[src/rtl/irqc_pkg.sv]
package irqc_pkg;
   typedef enum logic [1:0] {
      SEL_NONE = 2'd0,
      SEL_STAT = 2'd1,
      SEL_MASK = 2'd2
   } irqc_sel_e;
endpackage

[src/rtl/irqc_regdec.sv]
module irqc_regdec
   import irqc_pkg::*;
#(
   parameter int ADDR_W = 8,
   parameter logic [ADDR_W-1:0] STAT_OFS = 'h70,
   parameter logic [ADDR_W-1:0] MASK_OFS = 'h74
) (
   input  logic [ADDR_W-1:0] addr,
   output irqc_sel_e         sel
);
   always_comb begin
      if (addr == STAT_OFS)      sel = SEL_STAT;
      else if (addr == MASK_OFS) sel = SEL_MASK;
      else                       sel = SEL_NONE;
   end
endmodule

[src/rtl/irqc_status.sv]
module irqc_status #(
   parameter int NSRC = 16
) (
   input  logic            clk,
   input  logic            rst_n,
   input  logic [NSRC-1:0] src,
   input  logic            ack_en,
   input  logic [NSRC-1:0] ack_val,
   output logic [NSRC-1:0] stat_d,
   output logic [NSRC-1:0] stat_q
);
   for (genvar i = 0; i < NSRC; i++) begin : g_bit
      // a new event is ORed in after the AND, so it outlives the acknowledge
      assign stat_d[i] = src[i] | (stat_q[i] & (~ack_en | ack_val[i]));
      always_ff @(posedge clk or negedge rst_n) begin
         if (!rst_n) stat_q[i] <= 1'b0;
         else        stat_q[i] <= stat_d[i];
      end
   end
endmodule

[src/rtl/irqc_mask.sv]
module irqc_mask #(
   parameter int NSRC = 16
) (
   input  logic            clk,
   input  logic            rst_n,
   input  logic            wr_en,
   input  logic [NSRC-1:0] wval,
   output logic [NSRC-1:0] mask_d,
   output logic [NSRC-1:0] mask_q
);
   assign mask_d = wr_en ? wval : mask_q;
   always_ff @(posedge clk or negedge rst_n) begin
      if (!rst_n) mask_q <= '0;
      else        mask_q <= mask_d;
   end
endmodule

[src/rtl/irqc_ctrl.sv]
module irqc_ctrl
   import irqc_pkg::*;
#(
   parameter int NSRC     = 16,
   parameter int ADDR_W   = 8,
   parameter int DATA_W   = 32,
   parameter logic [ADDR_W-1:0] STAT_OFS = 'h70,
   parameter logic [ADDR_W-1:0] MASK_OFS = 'h74
) (
   input  logic              clk,
   input  logic              rst_n,
   input  logic [NSRC-1:0]   src_pulse,
   input  logic [ADDR_W-1:0] bus_addr,
   input  logic              bus_wr,
   input  logic              bus_rd,
   input  logic [DATA_W-1:0] bus_wdata,
   output logic [DATA_W-1:0] bus_rdata,
   output logic              irq
);
   initial begin
      assert (NSRC >= 1 && NSRC <= DATA_W)
         else $error("irqc_ctrl: NSRC must lie in 1..DATA_W");
      assert (STAT_OFS != MASK_OFS)
         else $error("irqc_ctrl: register offsets must differ");
   end

   irqc_sel_e       sel;
   logic [NSRC-1:0] stat_d, stat_q, mask_d, mask_q;
   logic [DATA_W-1:0] stat_w, mask_w;
   logic            irq_q;

   irqc_regdec #(.ADDR_W(ADDR_W), .STAT_OFS(STAT_OFS), .MASK_OFS(MASK_OFS)) u_dec (
      .addr (bus_addr),
      .sel  (sel)
   );

   irqc_status #(.NSRC(NSRC)) u_stat (
      .clk     (clk),
      .rst_n   (rst_n),
      .src     (src_pulse),
      .ack_en  (bus_wr && sel == SEL_STAT),
      .ack_val (bus_wdata[NSRC-1:0]),
      .stat_d  (stat_d),
      .stat_q  (stat_q)
   );

   irqc_mask #(.NSRC(NSRC)) u_mask (
      .clk    (clk),
      .rst_n  (rst_n),
      .wr_en  (bus_wr && sel == SEL_MASK),
      .wval   (bus_wdata[NSRC-1:0]),
      .mask_d (mask_d),
      .mask_q (mask_q)
   );

   // request built from next-state values so a mask write acts at once
   always_ff @(posedge clk or negedge rst_n) begin
      if (!rst_n) irq_q <= 1'b0;
      else        irq_q <= |(stat_d & mask_d);
   end
   assign irq = irq_q;

   if (DATA_W > NSRC) begin : g_pad
      assign stat_w = {{(DATA_W-NSRC){1'b0}}, stat_q};
      assign mask_w = {{(DATA_W-NSRC){1'b0}}, mask_q};
   end else begin : g_full
      assign stat_w = stat_q;
      assign mask_w = mask_q;
   end

   always_ff @(posedge clk or negedge rst_n) begin
      if (!rst_n) bus_rdata <= '0;
      else if (bus_rd) begin
         case (sel)
            SEL_STAT: bus_rdata <= stat_w;
            SEL_MASK: bus_rdata <= mask_w;
            default:  bus_rdata <= '0;
         endcase
      end
   end
endmodule

[config.mk]
export PLATFORM = sky130hd
export DESIGN_NAME = irqc_ctrl
export DESIGN_NICKNAME = d
export VERILOG_FILES = /design/src/rtl/irqc_pkg.sv /design/src/rtl/irqc_regdec.sv /design/src/rtl/irqc_status.sv /design/src/rtl/irqc_mask.sv /design/src/rtl/irqc_ctrl.sv
export SDC_FILE = /design/constraint.sdc
export NUM_CORES = 1
export LEC_CHECK = 0
export CAP_MARGIN = 20
export CORE_AREA = 2 2 96 98
export CTS_BUF_LIST = sky130_fd_sc_hd__clkbuf_8
export DETAILED_ROUTE_END_ITERATION = 10
export DIE_AREA = 0 0 98 100
export GPL_TIMING_DRIVEN = 0
export PLACE_DENSITY = 0.58
export SYNTH_ARGS = -nofsm -noshare
export SYNTH_HDL_FRONTEND = slang
export SYNTH_SLANG_ARGS = --single-unit
[constraint.sdc]
create_clock -name clk -period 2.2 [get_ports clk]
set_input_delay 0.33 -clock clk [delete_from_list [all_inputs] [get_ports clk]]
set_output_delay 0.33 -clock clk [all_outputs]
set_load 0.02 [all_outputs]
Word-level counts from Yosys, hierarchy flattened
Cells that the tools add are included.
{"block": "word_totals", "reg_bits": 65, "latchBits": 0, "ram_bits": 0, "mem_bits_ro": 0, "in_bits": 60, "output_inout_bits": 33, "word_cells": 80, "memories": 0}
{"block": "classes", "addsub": 0, "n_mul": 0, "div": 0, "n_lt_le_gt_ge": 0, "n_eq_ne": 4, "shift": 0, "n_mux": 4, "bitwise": 50, "reduce_logical": 3}
{"cell": "bitwise OR 1 bit", "n": 32}
{"cell": "case mux 16 bit (2 select lines)", "n": 1}
{"cell": "bitwise AND 1 bit", "n": 16}
{"cell": "bitwise AND 16 bit", "n": 1}
{"cell": "== test 8 x 7 -> 1 bit (second input constant)", "n": 2}
{"cell": "2-to-1 mux 16 bit", "n": 1}
{"cell": "OR reduction 16 bit", "n": 1}
{"cell": "2-to-1 mux 2 bit", "n": 2}
{"cell": "== test 2 x 1 -> 1 bit (second input constant)", "n": 1}
{"cell": "== test 2 bit (second input constant)", "n": 1}
{"cell": "logical AND 1 bit", "n": 2}
{"cell": "NOT 1 bit", "n": 1}

Longest topological paths before layout
{"block": "logic_depth", "word_depth": 11, "mapped_depth": 8, "ltp_nobuf": 6}

Hierarchy
From an unflattened synthesis, not the netlist that was laid out.
{"block": "hier_totals", "cells_unflattened": 194, "hier_area_um2": 2421.1}
{"module": "irqc_ctrl", "instances": 1, "cells_each": 106, "area_per_inst_um2": 1107.3, "seq_area_each_um2": 425.4}
{"module": "irqc_mask", "instances": 1, "cells_each": 34, "area_per_inst_um2": 649.4, "seq_area_each_um2": 400.4}
{"module": "irqc_status", "instances": 1, "cells_each": 49, "area_per_inst_um2": 631.9, "seq_area_each_um2": 400.4}
{"module": "irqc_regdec", "instances": 1, "cells_each": 5, "area_per_inst_um2": 32.5, "seq_area_each_um2": 0.0}

Least setup slack after synthesis
Ideal clock, no wire load.
{"block": "synth_path", "path_kind": "input port to flip-flop", "startpoint": "in bus_addr[5]", "endpoint": "reg irq_q, in the netlist irq", "setup_time_ps": 139, "arrival_time_ps": 1929, "required_ps": 2061, "path_slack_ps": 133, "path_stages": 8, "n_path_buf": 2, "path_cell_list": "and4b_4 -> and4_4 -> buf_6 -> buf_6 -> nor2_4 -> o22ai_1 -> or4_1 -> or4_1"}
{"block": "synth_via", "elab_chain_len": 11, "elab_cells_between_ends": 60, "classes_between": "4 x eq/ne; 3 x mux; 50 x bitwise; 3 x reduce/logical"}
{"item": "start: declaration", "line": "irqc_ctrl.sv:13", "text": "input logic [ADDR_W-1:0] bus_addr,"}
{"item": "== test 8 x 7 -> 1 bit", "line": "irqc_regdec.sv:13", "text": "else if (addr == MASK_OFS) sel = SEL_MASK;"}
{"item": "2-to-1 mux 2 bit", "line": "irqc_regdec.sv:13"}
{"item": "2-to-1 mux 2 bit (*)", "line": "irqc_regdec.sv:12", "text": "if (addr == STAT_OFS) sel = SEL_STAT;"}
{"item": "== test 2 x 1 -> 1 bit", "line": "irqc_ctrl.sv:41", "text": ".ack_en (bus_wr && sel == SEL_STAT),"}
{"item": "logical AND 1 bit", "line": "irqc_ctrl.sv:41"}
{"item": "NOT 1 bit", "line": "irqc_status.sv:14", "text": "assign stat_d[i] = src[i] | (stat_q[i] & (~ack_en | ack_val[i]));"}
{"item": "bitwise OR 1 bit", "line": "irqc_status.sv:14"}
{"item": "bitwise AND 1 bit", "line": "irqc_status.sv:14"}
{"item": "bitwise OR 1 bit", "line": "irqc_status.sv:14"}
{"item": "bitwise AND 16 bit (*)", "line": "irqc_ctrl.sv:59", "text": "else irq_q <= |(stat_d & mask_d);"}
{"item": "OR reduction 16 bit (*)", "line": "irqc_ctrl.sv:59"}
{"item": "end signal: assignment", "line": "irqc_ctrl.sv:59"}
{"item": "end: declaration", "line": "irqc_ctrl.sv:30", "text": "logic irq_q;"}
Every way passes the cells marked *; elsewhere a longest branch is shown, timed or not.
A chain may end at the register's enable or synchronous reset.

Worst setup path in the final report
{"block": "layout_path", "startpoint": "in bus_addr[3]", "endpoint": "reg irq_q, in the netlist irq"}
Same word-level chain as after synthesis.

==> results.md <==
* Status: finished clean
* Power Dens Cells at a little over 500 nW/um^2
* Starting Density at approximately 29%
* Synthesis warning total at 0
* Fmax at ~460 MHz
* Area contributors post-synth: dfrtp_1 48%, o22ai_1 7.8%, nand2_1 7.1%
* Port bufs at 58
* Max Clock Skew at between 0.005 and 0.006 ns
* Die X at about 100 microns
* Sw Share at around a quarter
* Worst path max stage delay at 0.50 ns
* Vias in the first global route at 2188
* Crit path DAT at 2.34 ns
* Initial DRT Pass Iterations at 4
* Leakage at ~1.6 nW
* Wire length per cell at 14.35 microns
* Post-Route WL at 6.773 mm
* R2r setup slk at 0.43 ns
* Seq pwr share at 51.5%
* Unique cell type count in the Yosys netlist at 27
* Reg2reg end: irq$_DFF_PN0_
* Total GRT Usage at approximately 14%
* RSZ-0062 raised after global routing: true
* Slew of the pin with the lowest slew margin at 0.8232 ns
* Clk pwr share at 31.9%
* DP HPWL at 4.944 mm
* Top-count cell post-synth: dfrtp_1
* Syn Inst Count at 273
* Hold Vio Cnt, Final at 0
* Max-cap viol count at 0
* RD Place Congestion at a little over 0.8
* Insertion delay to the later sink of the worst-skew pair at around 0.30 ns
* Yosys top cell area share at a little under half
* First-iteration detailed-routing DRC count at 52
* Critical path cell sequence: dlygate4sd2_1 -> nor3_4 -> nand3_4 -> buf_8 -> buf_4 -> a211o_1 -> o21ai_0 -> o22ai_1 -> or4_1
* Clock slew at reported path FFs at roughly 0.09 ns
* Critical Path RT at ~2.4 ns
* Worst path slowest cell: or4_1
* HP Class: primary input to async pin
* Main synth FF type: dfrtp_1
* Clk sinks at 49
* Critical Path Start: bus_addr[3]
* Startpoint types: primary input
* Peak supply drop at between 0.2 and 0.3 mV
* Hold buffers post-CTS at 0
* CP endpoint kind: register
* Setup Viol. Count Final at 0
* Num ports at 93
* Critical R2R Launch: u_stat.stat_q[4]$_DFF_PN0_
* Area grow syn2layout at 38.69%
* First-pass GRT wire length at 11.10 mm
* GRT overflow at 0
* Critical path class: primary input to register
* Final ANT Viol Nets at 0
* Die Ht at 100 microns
* DRC viols at 0
* Async SR Flop Fraction at 100.0%
* Crit path to: irq$_DFF_PN0_
* Total number of vias at 2193
* Core area at 8890 sq um
* Row count at 35
* Overall power at 1.822 mW
* H-tree levels at 2
* Die area at ~10000 sq um
* Initial antenna violation count at 0
* Mapped Area at 2555 sq um
* Int Pwr at 1.360 mW
* Minimum clock period at 2.163 ns
* Ant. Diodes at 0
* Post-synth EDFFs at 0
* Synth Area per Inst at 9.359 sq um
* Reg2Reg Depth at 4
* Largest net degree at the start of global routing at 29
* Final Max Slew Viols at 0
* Seq cells post-synth at 49
* CTS root buf: clkbuf_8
* Max FO, Critical Path at 7
* Clk buf depth at 2
* Sequential fraction of the synthesis area at 47.99%
* Switching pwr at 0.4626 mW
* Max_slew headroom at 45.12%
* Layout cells sized above 1 at 16.34%
* Commonest cells post-synth: 49 x dfrtp_1, 48 x nand2_1, 32 x o22ai_1, 17 x buf_4
* Part of the cycle the worst path needs at 98.32%
* Clock buffer count from CTS at 5
* Yosys top cell by area: dfrtp_1
* Combinational share of power at 16.5%
* Fin Setup TNS at 0 ns
* Fin nets at 420
* CTS tree: done
* Via density at 4.646
==> final cells by class <==
class                   count  area (sq um)
fillers                   924          5346
repair buffers             67         646.9
clock buffers               7         96.34
well taps                 111         138.9
flip-flops and latches     49          1226
inverters                  17         63.81
plain buffers              27         191.4
multi-input cells         193          1175
clock inverters             1         5.005
==> metal layers <==
| layer | vias to the layer above | GRT usage, % | wire, microns |
|---|---|---|---|
| li1 | 1078 | - | - |
| met1 | 1058 | 19.14 | 3047 |
| met2 | 47 | 24.08 | 3304 |
| met3 | 10 | 3.134 | 323 |
| met4 | 0 | 3.419 | 98 |
| met5 | - | 0 | 0 |
==> state kept, by name, summed over array words and instances (netlist names) <==
signal,count
bus_rdata,16
u_mask.mask_q,16
u_stat.stat_q,16
irq,1
==> repair_timing <==
item,CTS,global route
endpoints found under the hold margin,0,0
buffers inserted,6,2
gates resized for setup,20,4
pin swaps,12,3
endpoints found under the setup margin,17,8
==> placed cells by master (no fill, tap or decap), types with 12 or more instances in the layout <==
| cell type | n |
|---|---|
| o21ai_0 | 15 |
| mux2i_1 | 16 |
| dfrtp_1 | 49 |
| buf_4 | 25 |
| a21o_1 | 12 |
| clkdlybuf4s50_1 | 49 |
| nand2_1 | 48 |
| inv_1 | 16 |
| conb_1 | 16 |
| nor2_1 | 13 |
| o22ai_1 | 26 |
==> how the worst min path moves through the flow <==
| stage | slack, ns | endpoint | startpoint |
|---|---|---|---|
| CTS | 0.009 | bus_rdata[13]$_DFFE_PN0P_ | rst_n |
| finish | 0.009 | bus_rdata[13]$_DFFE_PN0P_ | rst_n |
| global route | 0.02 | u_stat.stat_q[11]$_DFF_PN0_ | rst_n |
| global placement | 0.47 | u_mask.mask_q[10]$_DFF_PN0_ | u_mask.mask_q[10]$_DFF_PN0_ |
| detailed placement | 0.34 | u_stat.stat_q[2]$_DFF_PN0_ | rst_n |
| floorplan | 0.03 | bus_rdata[0]$_DFFE_PN0P_ | rst_n |
==> kinds of logic (layout without fill, tap and decap cells) <==
group / after synthesis / in the layout / synth area share, %
and+or+nand+nor: 88 / 88 / 16.80
AOI/OAI and AO/OA: 73 / 73 / 18.66
DFF: 49 / 49 / 47.99
buffers and inverters: 46 / 119 / 10.14
muxes: 16 / 16 / 6.268
other: 1 / 16 / 0.1468
==> critical path: cells and delay by family <==
family                 cells  cell delay, ns
AOI/OAI and AO/OA          3            0.45
and+or+nand+nor            3            0.96
buffers and inverters      3            0.59
==> power groups by stage <==
stage               combinational, mW  clock, mW  sequential (mW)
detailed placement              0.299          0            0.958
global placement                0.294          0            0.958
CTS                             0.300      0.601            0.940
finish                          0.301      0.582            0.939
global route                    0.328      0.637            0.942
floorplan                       0.134          0            0.962
==> per-stage QoR <==
| step | worst slack [ns] | cell area, sq um | std cells | utilization, % | hold slack [ns] |
|---|---|---|---|---|---|
| floorplan | 0.1327 | 2611 | 288 | - | 0.03441 |
| global placement | -0.7486 | 3331 | 457 | 37.47 | 0.4746 |
| detailed placement | -0.5123 | 3346 | 458 | 37.64 | 0.3434 |
| CTS | 0.01154 | 3527 | 471 | 39.68 | 0.009232 |
| global route | -0.05683 | 3543 | 472 | 39.86 | 0.02253 |
| finish | 0.03702 | 3543 | 472 | 39.86 | 0.009062 |
Note: power is estimated with default switching activity, not from simulation.
